==> src/rtl/rmb_pkg.sv <==
package rmb_pkg;
  // Strobes issued by the control to the counting datapath
  typedef struct packed {
    logic incLocal;
    logic incRemote;
    logic epochClr;
  } dpStrobe_t;
endpackage

==> src/rtl/rmb_datapath.sv <==
module rmb_datapath
  import rmb_pkg::*;
#(
  parameter int CNT_W = 16,
  parameter int WM_W  = 8
) (
  input  logic             clk,
  input  logic             rstN,
  input  dpStrobe_t        strb,
  input  logic [WM_W-1:0]  highWm,
  input  logic [WM_W-1:0]  lowWm,
  output logic [CNT_W-1:0] localCnt,
  output logic [CNT_W-1:0] remoteCnt,
  output logic             aboveHigh,
  output logic             belowLow,
  output logic             anyMiss
);
  localparam int PROD_W = CNT_W + 1 + WM_W;
  localparam logic [CNT_W-1:0] CNT_MAX = {CNT_W{1'b1}};

  logic [CNT_W-1:0] cnt [2];
  logic             inc [2];

  assign inc[0] = strb.incLocal;
  assign inc[1] = strb.incRemote;

  for (genvar g = 0; g < 2; g++) begin : g_cnt
    always_ff @(posedge clk or negedge rstN) begin
      if (!rstN)
        cnt[g] <= '0;
      else if (strb.epochClr)
        cnt[g] <= {{(CNT_W-1){1'b0}}, inc[g]};
      else if (inc[g] && cnt[g] != CNT_MAX)
        cnt[g] <= cnt[g] + 1'b1;
    end
  end

  assign localCnt  = cnt[0];
  assign remoteCnt = cnt[1];

  logic [CNT_W:0]    total;
  logic [PROD_W-1:0] remScaled, hiProd, loProd;

  always_comb begin
    total     = {1'b0, cnt[0]} + {1'b0, cnt[1]};
    remScaled = {1'b0, cnt[1], {WM_W{1'b0}}};
    hiProd    = PROD_W'(highWm) * PROD_W'(total);
    loProd    = PROD_W'(lowWm) * PROD_W'(total);
    aboveHigh = remScaled > hiProd;
    belowLow  = remScaled < loProd;
    anyMiss   = total != '0;
  end
endmodule

==> src/rtl/rmb_control.sv <==
module rmb_control
  import rmb_pkg::*;
(
  input  logic      clk,
  input  logic      rstN,
  input  logic      missValid,
  input  logic      missRemote,
  input  logic      epochPulse,
  input  logic      aboveHigh,
  input  logic      belowLow,
  input  logic      anyMiss,
  output dpStrobe_t strb,
  output logic      biasEn
);
  logic biasNext;

  always_comb begin
    strb.incLocal  = missValid && !missRemote;
    strb.incRemote = missValid && missRemote;
    strb.epochClr  = epochPulse;
    biasNext       = biasEn;
    if (epochPulse && anyMiss) begin
      if (!biasEn && aboveHigh)
        biasNext = 1'b1;
      else if (biasEn && belowLow)
        biasNext = 1'b0;
    end
  end

  always_ff @(posedge clk or negedge rstN) begin
    if (!rstN) biasEn <= 1'b0;
    else       biasEn <= biasNext;
  end
endmodule

==> src/rtl/remote_bias_ctrl.sv <==
module remote_bias_ctrl
  import rmb_pkg::*;
#(
  parameter int CNT_W = 16,
  parameter int WM_W  = 8
) (
  input  logic            clk,
  input  logic            rstN,
  input  logic            missValid,
  input  logic            missRemote,
  input  logic            epochPulse,
  input  logic [WM_W-1:0] highWm,
  input  logic [WM_W-1:0] lowWm,
  output logic            biasEn
);
  dpStrobe_t        strb;
  logic [CNT_W-1:0] localCnt, remoteCnt;
  logic             aboveHigh, belowLow, anyMiss;

  rmb_datapath #(.CNT_W(CNT_W), .WM_W(WM_W)) u_dp (
    .clk(clk), .rstN(rstN), .strb(strb), .highWm(highWm), .lowWm(lowWm),
    .localCnt(localCnt), .remoteCnt(remoteCnt),
    .aboveHigh(aboveHigh), .belowLow(belowLow), .anyMiss(anyMiss)
  );

  rmb_control u_ctl (
    .clk(clk), .rstN(rstN), .missValid(missValid), .missRemote(missRemote),
    .epochPulse(epochPulse), .aboveHigh(aboveHigh), .belowLow(belowLow),
    .anyMiss(anyMiss), .strb(strb), .biasEn(biasEn)
  );
endmodule

==> config.mk <==
export PLATFORM = sky130hd
export DESIGN_NAME = remote_bias_ctrl
export DESIGN_NICKNAME = d
export VERILOG_FILES = /design/src/rtl/rmb_pkg.sv /design/src/rtl/rmb_datapath.sv /design/src/rtl/rmb_control.sv /design/src/rtl/remote_bias_ctrl.sv
export SDC_FILE = /design/constraint.sdc
export NUM_CORES = 1
export LEC_CHECK = 0
export BUFFER_PORTS_ARGS = -buffer_cell sky130_fd_sc_hd__buf_2
export CORE_AREA = 2 2 137 153
export CTS_CLUSTER_SIZE = 14
export DETAILED_ROUTE_END_ITERATION = 8
export DIE_AREA = 0 0 139 155
export PLACE_DENSITY = 0.85
export SLEW_MARGIN = 20
export SYNTH_ARGS = -nofsm -noshare
export SYNTH_HDL_FRONTEND = slang
export SYNTH_SLANG_ARGS = --single-unit
==> constraint.sdc <==
create_clock -name clk -period 13.4 [get_ports clk]
set_clock_uncertainty 0.2 [all_clocks]
set_input_delay 2.68 -clock clk [delete_from_list [all_inputs] [get_ports clk]]
set_output_delay 2.68 -clock clk [all_outputs]
set_load 0.05 [all_outputs]
Word-level counts from Yosys, hierarchy flattened --
Cells that the tools add are included.
Cells by class: add/sub/neg operators 3, multipliers 2, order comparisons 2, equality and inequality tests 2, mux-type cells 6, reduce and logical (&&, ||, !) cells 14
Operators with widths (count):
- 2-to-1 mux 16 bit | 4
- multiplier 8 x 17 -> 25 bit | 2
- adder 16 x 1 -> 16 bit, second input constant | 2
- != test 16 bit, second input constant | 2
- > comparator 24 x 25 -> 1 bit | 1
- < comparator 24 x 25 -> 1 bit | 1
- adder 16 x 16 -> 17 bit | 1
- nonzero test 17 bit | 1
- logical AND 1 bit | 7
- nonzero test 2 bit | 3
- logical NOT 1 bit | 2
- 2-to-1 mux 1 bit | 2
- AND reduction 2 bit | 1
Word-level totals: flip-flop bits (word level) 33, input bits 21, output and inout port bits 1, word-level logic and storage cells 32

Logic depth before layout (Yosys ltp) --
word-level depth 6, gate-level depth with buffers 35, depth with buffers taken out 34

Hierarchy --
Synthesis repeated with hierarchy kept, for this count alone.
Unflattened totals: cells, all modules 1340, area total of the unflattened synthesis 11571.1 sq um
By module, submodules not included:
- rmb_datapath | times used 1, cells an instance 1334, area an instance 11511.0 sq um, sequential area each 800.8 sq um
- rmb_control | times used 1, cells an instance 6, area an instance 60.1 sq um, sequential area each 25.0 sq um

Worst setup path before layout --
Ideal clock, no wire load.
path type input to register, start point in lowWm[6], end point reg u_ctl.biasEn, setup time 0.131 ns, data arrival time 7.957 ns, data required time 13.069 ns, path slack 5.112 ns, stages 28, buffers on the path 1, path through clkbuf_1 nand2_1 fa_1 inv_1 fa_1 inv_1 fa_1 inv_1 fa_1 ha_1 a21o_1 a21oi_1 o211ai_1 a31oi_1 nor2b_1 or2_1 and2_1 nor2_1 xor2_1 ha_1 a21oi_1 nor2b_1 o21ai_0 nand2b_1 a21oi_1 o211ai_1 o21ai_0 o221ai_2
On the way: cells in the longest elaborated chain, start to end 5
Ends and longest elaborated chain:
- start, declared | line remote_bias_ctrl.sv:13 | input logic [WM_W-1:0] lowWm,
- multiplier 8 x 17 -> 25 bit | line rmb_datapath.sv:48 | loProd = PROD_W'(lowWm) * PROD_W'(total);
- < comparator 24 x 25 -> 1 bit | line rmb_datapath.sv:50 | belowLow = remScaled < loProd;
- logical AND 1 bit | line rmb_control.sv:25 | else if (biasEn && belowLow)
- nonzero test 2 bit (no line)
- AND reduction 2 bit (no line)
- end signal, assigned | line rmb_control.sv:32 | else biasEn <= biasNext;
- end, declared | line rmb_control.sv:13 | output logic biasEn
Every way passes these cells. A chain may end at the register's enable or synchronous reset.

Final worst setup path --
start point in highWm[6], end point reg u_ctl.biasEn
On the way: cells in the longest elaborated chain, start to end 5, elaborated cells between the ends (all ways) 6, those cells by class mul: 1; order compare: 1; mux: 1; reduce/logical: 3
Ends and longest elaborated chain:
- start, declared | line remote_bias_ctrl.sv:12 | input logic [WM_W-1:0] highWm,
- multiplier 8 x 17 -> 25 bit (*) | line rmb_datapath.sv:47 | hiProd = PROD_W'(highWm) * PROD_W'(total);
- > comparator 24 x 25 -> 1 bit (*) | line rmb_datapath.sv:49 | aboveHigh = remScaled > hiProd;
- logical AND 1 bit (*) | line rmb_control.sv:23 | if (!biasEn && aboveHigh)
- nonzero test 2 bit (no line)
- AND reduction 2 bit (no line)
Mark *: on every way between the ends. The rest lies on a longest branch, timed or not.

==> impl_metrics.tcl <==
set metrics [dict create \
    status "complete, no violations" \
    syn_inst 1373 \
    vias 9604 \
    h-tree-depth 2 \
    diodes 0 \
    path_class "in -> reg" \
    period_share_pct 64.6 \
    tns_ps 0 \
    syn2layout_area_growth_pct 4.71 \
    dp_hpwl_mm 23.0 \
    grt_pass1_vias 10100 \
    hold_path_class "reg -> reg" \
    path_delay_family "adder cells" \
    gp_congestion 0.901 \
    first_pass_iters 5 \
    nNetsFinal 1711 \
    io_buffer_count 21 \
    pre_cts_ws_ps 4540 \
    wl_met1_mm 11.7 \
    finalHoldViolations 0 \
    netlist_area_mm2 0.0118 \
    cap_violations 0 \
    final_common_cell "inv_1" \
    insertion_delay_ps 290 \
    critPathBufInv 3 \
    power.density_mw_per_mm2 32.7 \
    slowest_delay_ps 560 \
    r2r-end "u_ctl.biasEn$_DFFE_PN0P_" \
    worstHoldPathCells 2 \
    cp_common_cell "fa_1" \
    synthArstFlopShare_pct 100 \
    cp-start-kind "input pin" \
    fmax_ghz 0.116 \
    ys.flop_type "dfrtp_1" \
    grt_overflow 0 \
    ir_drop_v 0.0000885 \
    ys_seq_elements 33 \
    leakagePower_nw 6.61 \
    path_clk_slew_ps 60 \
    slew_headroom_pct 21.0 \
    ff2ff_path_depth 29 \
    rsz0062_at_grt "false" \
    slew_viol_final 0 \
    fp-row-count 55 \
    dr_wl_met3_mm 2.36 \
    seq_area_frac_synth_pct 7.00 \
    drive_above_1_share_pct 3.94 \
    grt_first_pass_wirelength_mm 49.8 \
    cts_root_buffer "clkbuf_16" \
    cts_tree "done" \
    clkSinkCount 33 \
    cp-end-kind "flop" \
    die-area_mm2 0.0215 \
    drtAntennaViolNets 0 \
    syn_nets 1715 \
    cts_setup_buffers 0 \
    drtIter0Drc 668 \
    hp-start "u_dp.localCnt[13]$_DFFE_PN0P_" \
    final_cell_mix "inv_1 (223), fa_1 (181), and2_1 (175)" \
    arrival_ps 8670 \
    io_pins 22 \
    period_needed_ps 8660 \
    path_cells "buf_2 > and2_1 > fa_1 > fa_1 > fa_1 > inv_1 > fa_1 > inv_1 > ha_1 > a211oi_1 > nand2_1 > a21oi_1 > o211ai_1 > a32oi_1 > o21ai_0 > xnor2_1 > ha_1 > nand3_1 > nor2_1 > nand2_1 > o211ai_1 > o2111ai_1 > or3_1 > o221ai_2" \
    vias_per_cell 5.91 \
    cts_hold_buf 0 \
    initial_utilization_pct 58.7 \
    crit_cells 24 \
    cts_made_buffers 5 \
    critPathSlowestCell "fa_1" \
    fin_ws_ps 4740 \
    dieHeight_um 155 \
    nFillCells 1707 \
    core-area_mm2 0.0201 \
    synth_edf_count 0 \
    r2r-start "u_dp.remoteCnt[0]$_DFFE_PN0P_" \
    drc 0 \
    clock_path_buffers 2 \
    finalSetupViolations 0 \
    routed_wl_mm 29.1 \
    antenna_found_initial 0 \
    cts-resized-gates 0 \
    dr_wl_met2_mm 13.7 \
    synth_area_per_cell_um2 8.59 \
    min_to "u_dp.localCnt[13]$_DFFE_PN0P_" \
    rrSetupSlack_ps 4850 \
    worstPathRequired_ps 13410 \
    ys_warn_count 0 \
    chipWidth_um 139 \
    synth_cell_types 61 \
    max_slew.worst_pin.slew_ps 1190 \
    grt_max_degree 37 \
    wire_per_inst_um 17.9 \
    top_layer "met4" \
    path_max_fanout 17 \
    track_usage_pct 28.5 \
]
[worst max-delay path by stage]
| stage | from | end | slack (ps) |
|---|---|---|---|
| after floorplan | lowWm[6] | u_ctl.biasEn$_DFFE_PN0P_ | 5110 |
| after global placement | lowWm[7] | u_ctl.biasEn$_DFFE_PN0P_ | 4710 |
| after detailed placement | highWm[7] | u_ctl.biasEn$_DFFE_PN0P_ | 4540 |
| after CTS | highWm[6] | u_ctl.biasEn$_DFFE_PN0P_ | 4810 |
| after global routing | u_dp.remoteCnt[0]$_DFFE_PN0P_ | u_ctl.biasEn$_DFFE_PN0P_ | 4290 |
| final | highWm[6] | u_ctl.biasEn$_DFFE_PN0P_ | 4740 |
[worst reg2reg max path, delay by kind of cell (launching register included)]
kind	cells	cell delay [ps]
adder cells (fa/ha/maj)	8	3470
buffers and inverters	3	170
multiplexers	1	200
AO/OA/AOI/OAI	11	2780
AND/OR/NAND/NOR	6	1060
flip-flops	1	600
[Yosys cell counts (3+ instances only)]
cell	number	area (um^2)
inv_1	223	837
fa_1	181	3620
and2_1	175	1090
ha_1	140	1750
nand2_1	106	398
nor2_1	60	225
a21oi_1	53	265
xor2_1	41	359
clkbuf_1	39	146
dfrtp_1	33	826
nor2b_1	31	194
and3_1	29	181
o21ai_0	29	145
xnor2_1	26	228
a21o_1	22	165
nor3_1	20	100
nand2b_1	19	119
nand3_1	19	95.1
nand4_1	13	81.3
o21a_1	13	97.6
o211ai_1	10	75.1
o21bai_1	8	60.1
or3_1	7	43.8
and4_1	6	52.6
a211oi_1	4	30.0
a31oi_1	4	25.0
mux2i_1	4	40.0
nor4_1	4	25.0
or4_1	4	30.0
nand3b_1	3	22.5
o2111ai_1	3	26.3
o21ai_1	3	15.0
o31ai_1	3	22.5
[per-stage QoR]
step / utilization [%] / total power, mW / hold slack [ps] / cell area, um^2 / cells
CTS: 61.5 / 0.405 / 397 / 12400 / 1626
floorplan: - / 0.218 / 330 / 11800 / 1373
global placement: 60.6 / 0.263 / 357 / 12200 / 1618
detailed placement: 60.6 / 0.267 / 380 / 12200 / 1618
global route: 61.5 / 0.430 / 422 / 12400 / 1626
finish: 61.5 / 0.404 / 393 / 12400 / 1626
[layout make-up]
class / instances / area, um^2 / area share (%)
sequential: 33 / 826 / 6.68
inverter: 223 / 837 / 6.77
clock buffer: 7 / 143 / 1.15
timing repair buffer: 30 / 173 / 1.40
tap: 256 / 320 / 2.59
multi-input combinational: 1076 / 10000 / 81.2
clock inverter: 1 / 30.0 / 0.243
[sequential cells by signal (all words and copies together), names as in the netlist]
| signal | count |
|---|---|
| u_dp.localCnt | 16 |
| u_dp.remoteCnt | 16 |
| u_ctl.biasEn | 1 |
[cell families (layout without fill, tap and decap cells)]
group / Yosys count / count (layout) / share of synthesized area [%]
AO/OA/AOI/OAI: 181 / 181 / 10.5
XOR/XNOR: 67 / 67 / 4.97
adder cells (fa/ha/maj): 321 / 321 / 45.6
buffers and inverters: 264 / 261 / 8.44
flip-flops: 33 / 33 / 7.00
multiplexers: 4 / 4 / 0.339
AND/OR/NAND/NOR: 503 / 503 / 23.2
[report_power, final]
group,total (mW),internal [mW],leakage (nW),switching [mW]
logic,0.160,0.0586,6.07,0.101
clock network,0.137,0.0928,0.0841,0.0438
registers,0.108,0.102,0.455,0.00530
total,0.404,0.254,6.61,0.150
[metal layers]
metal  vias to the layer above  global-route usage (%)
li1                       4424                       -
met1                      4702                    38.3
met2                       408                    46.3
met3                        70                    4.46
met4                         0                    12.1
met5                         -                       0
(Power assumes the default switching activity.)
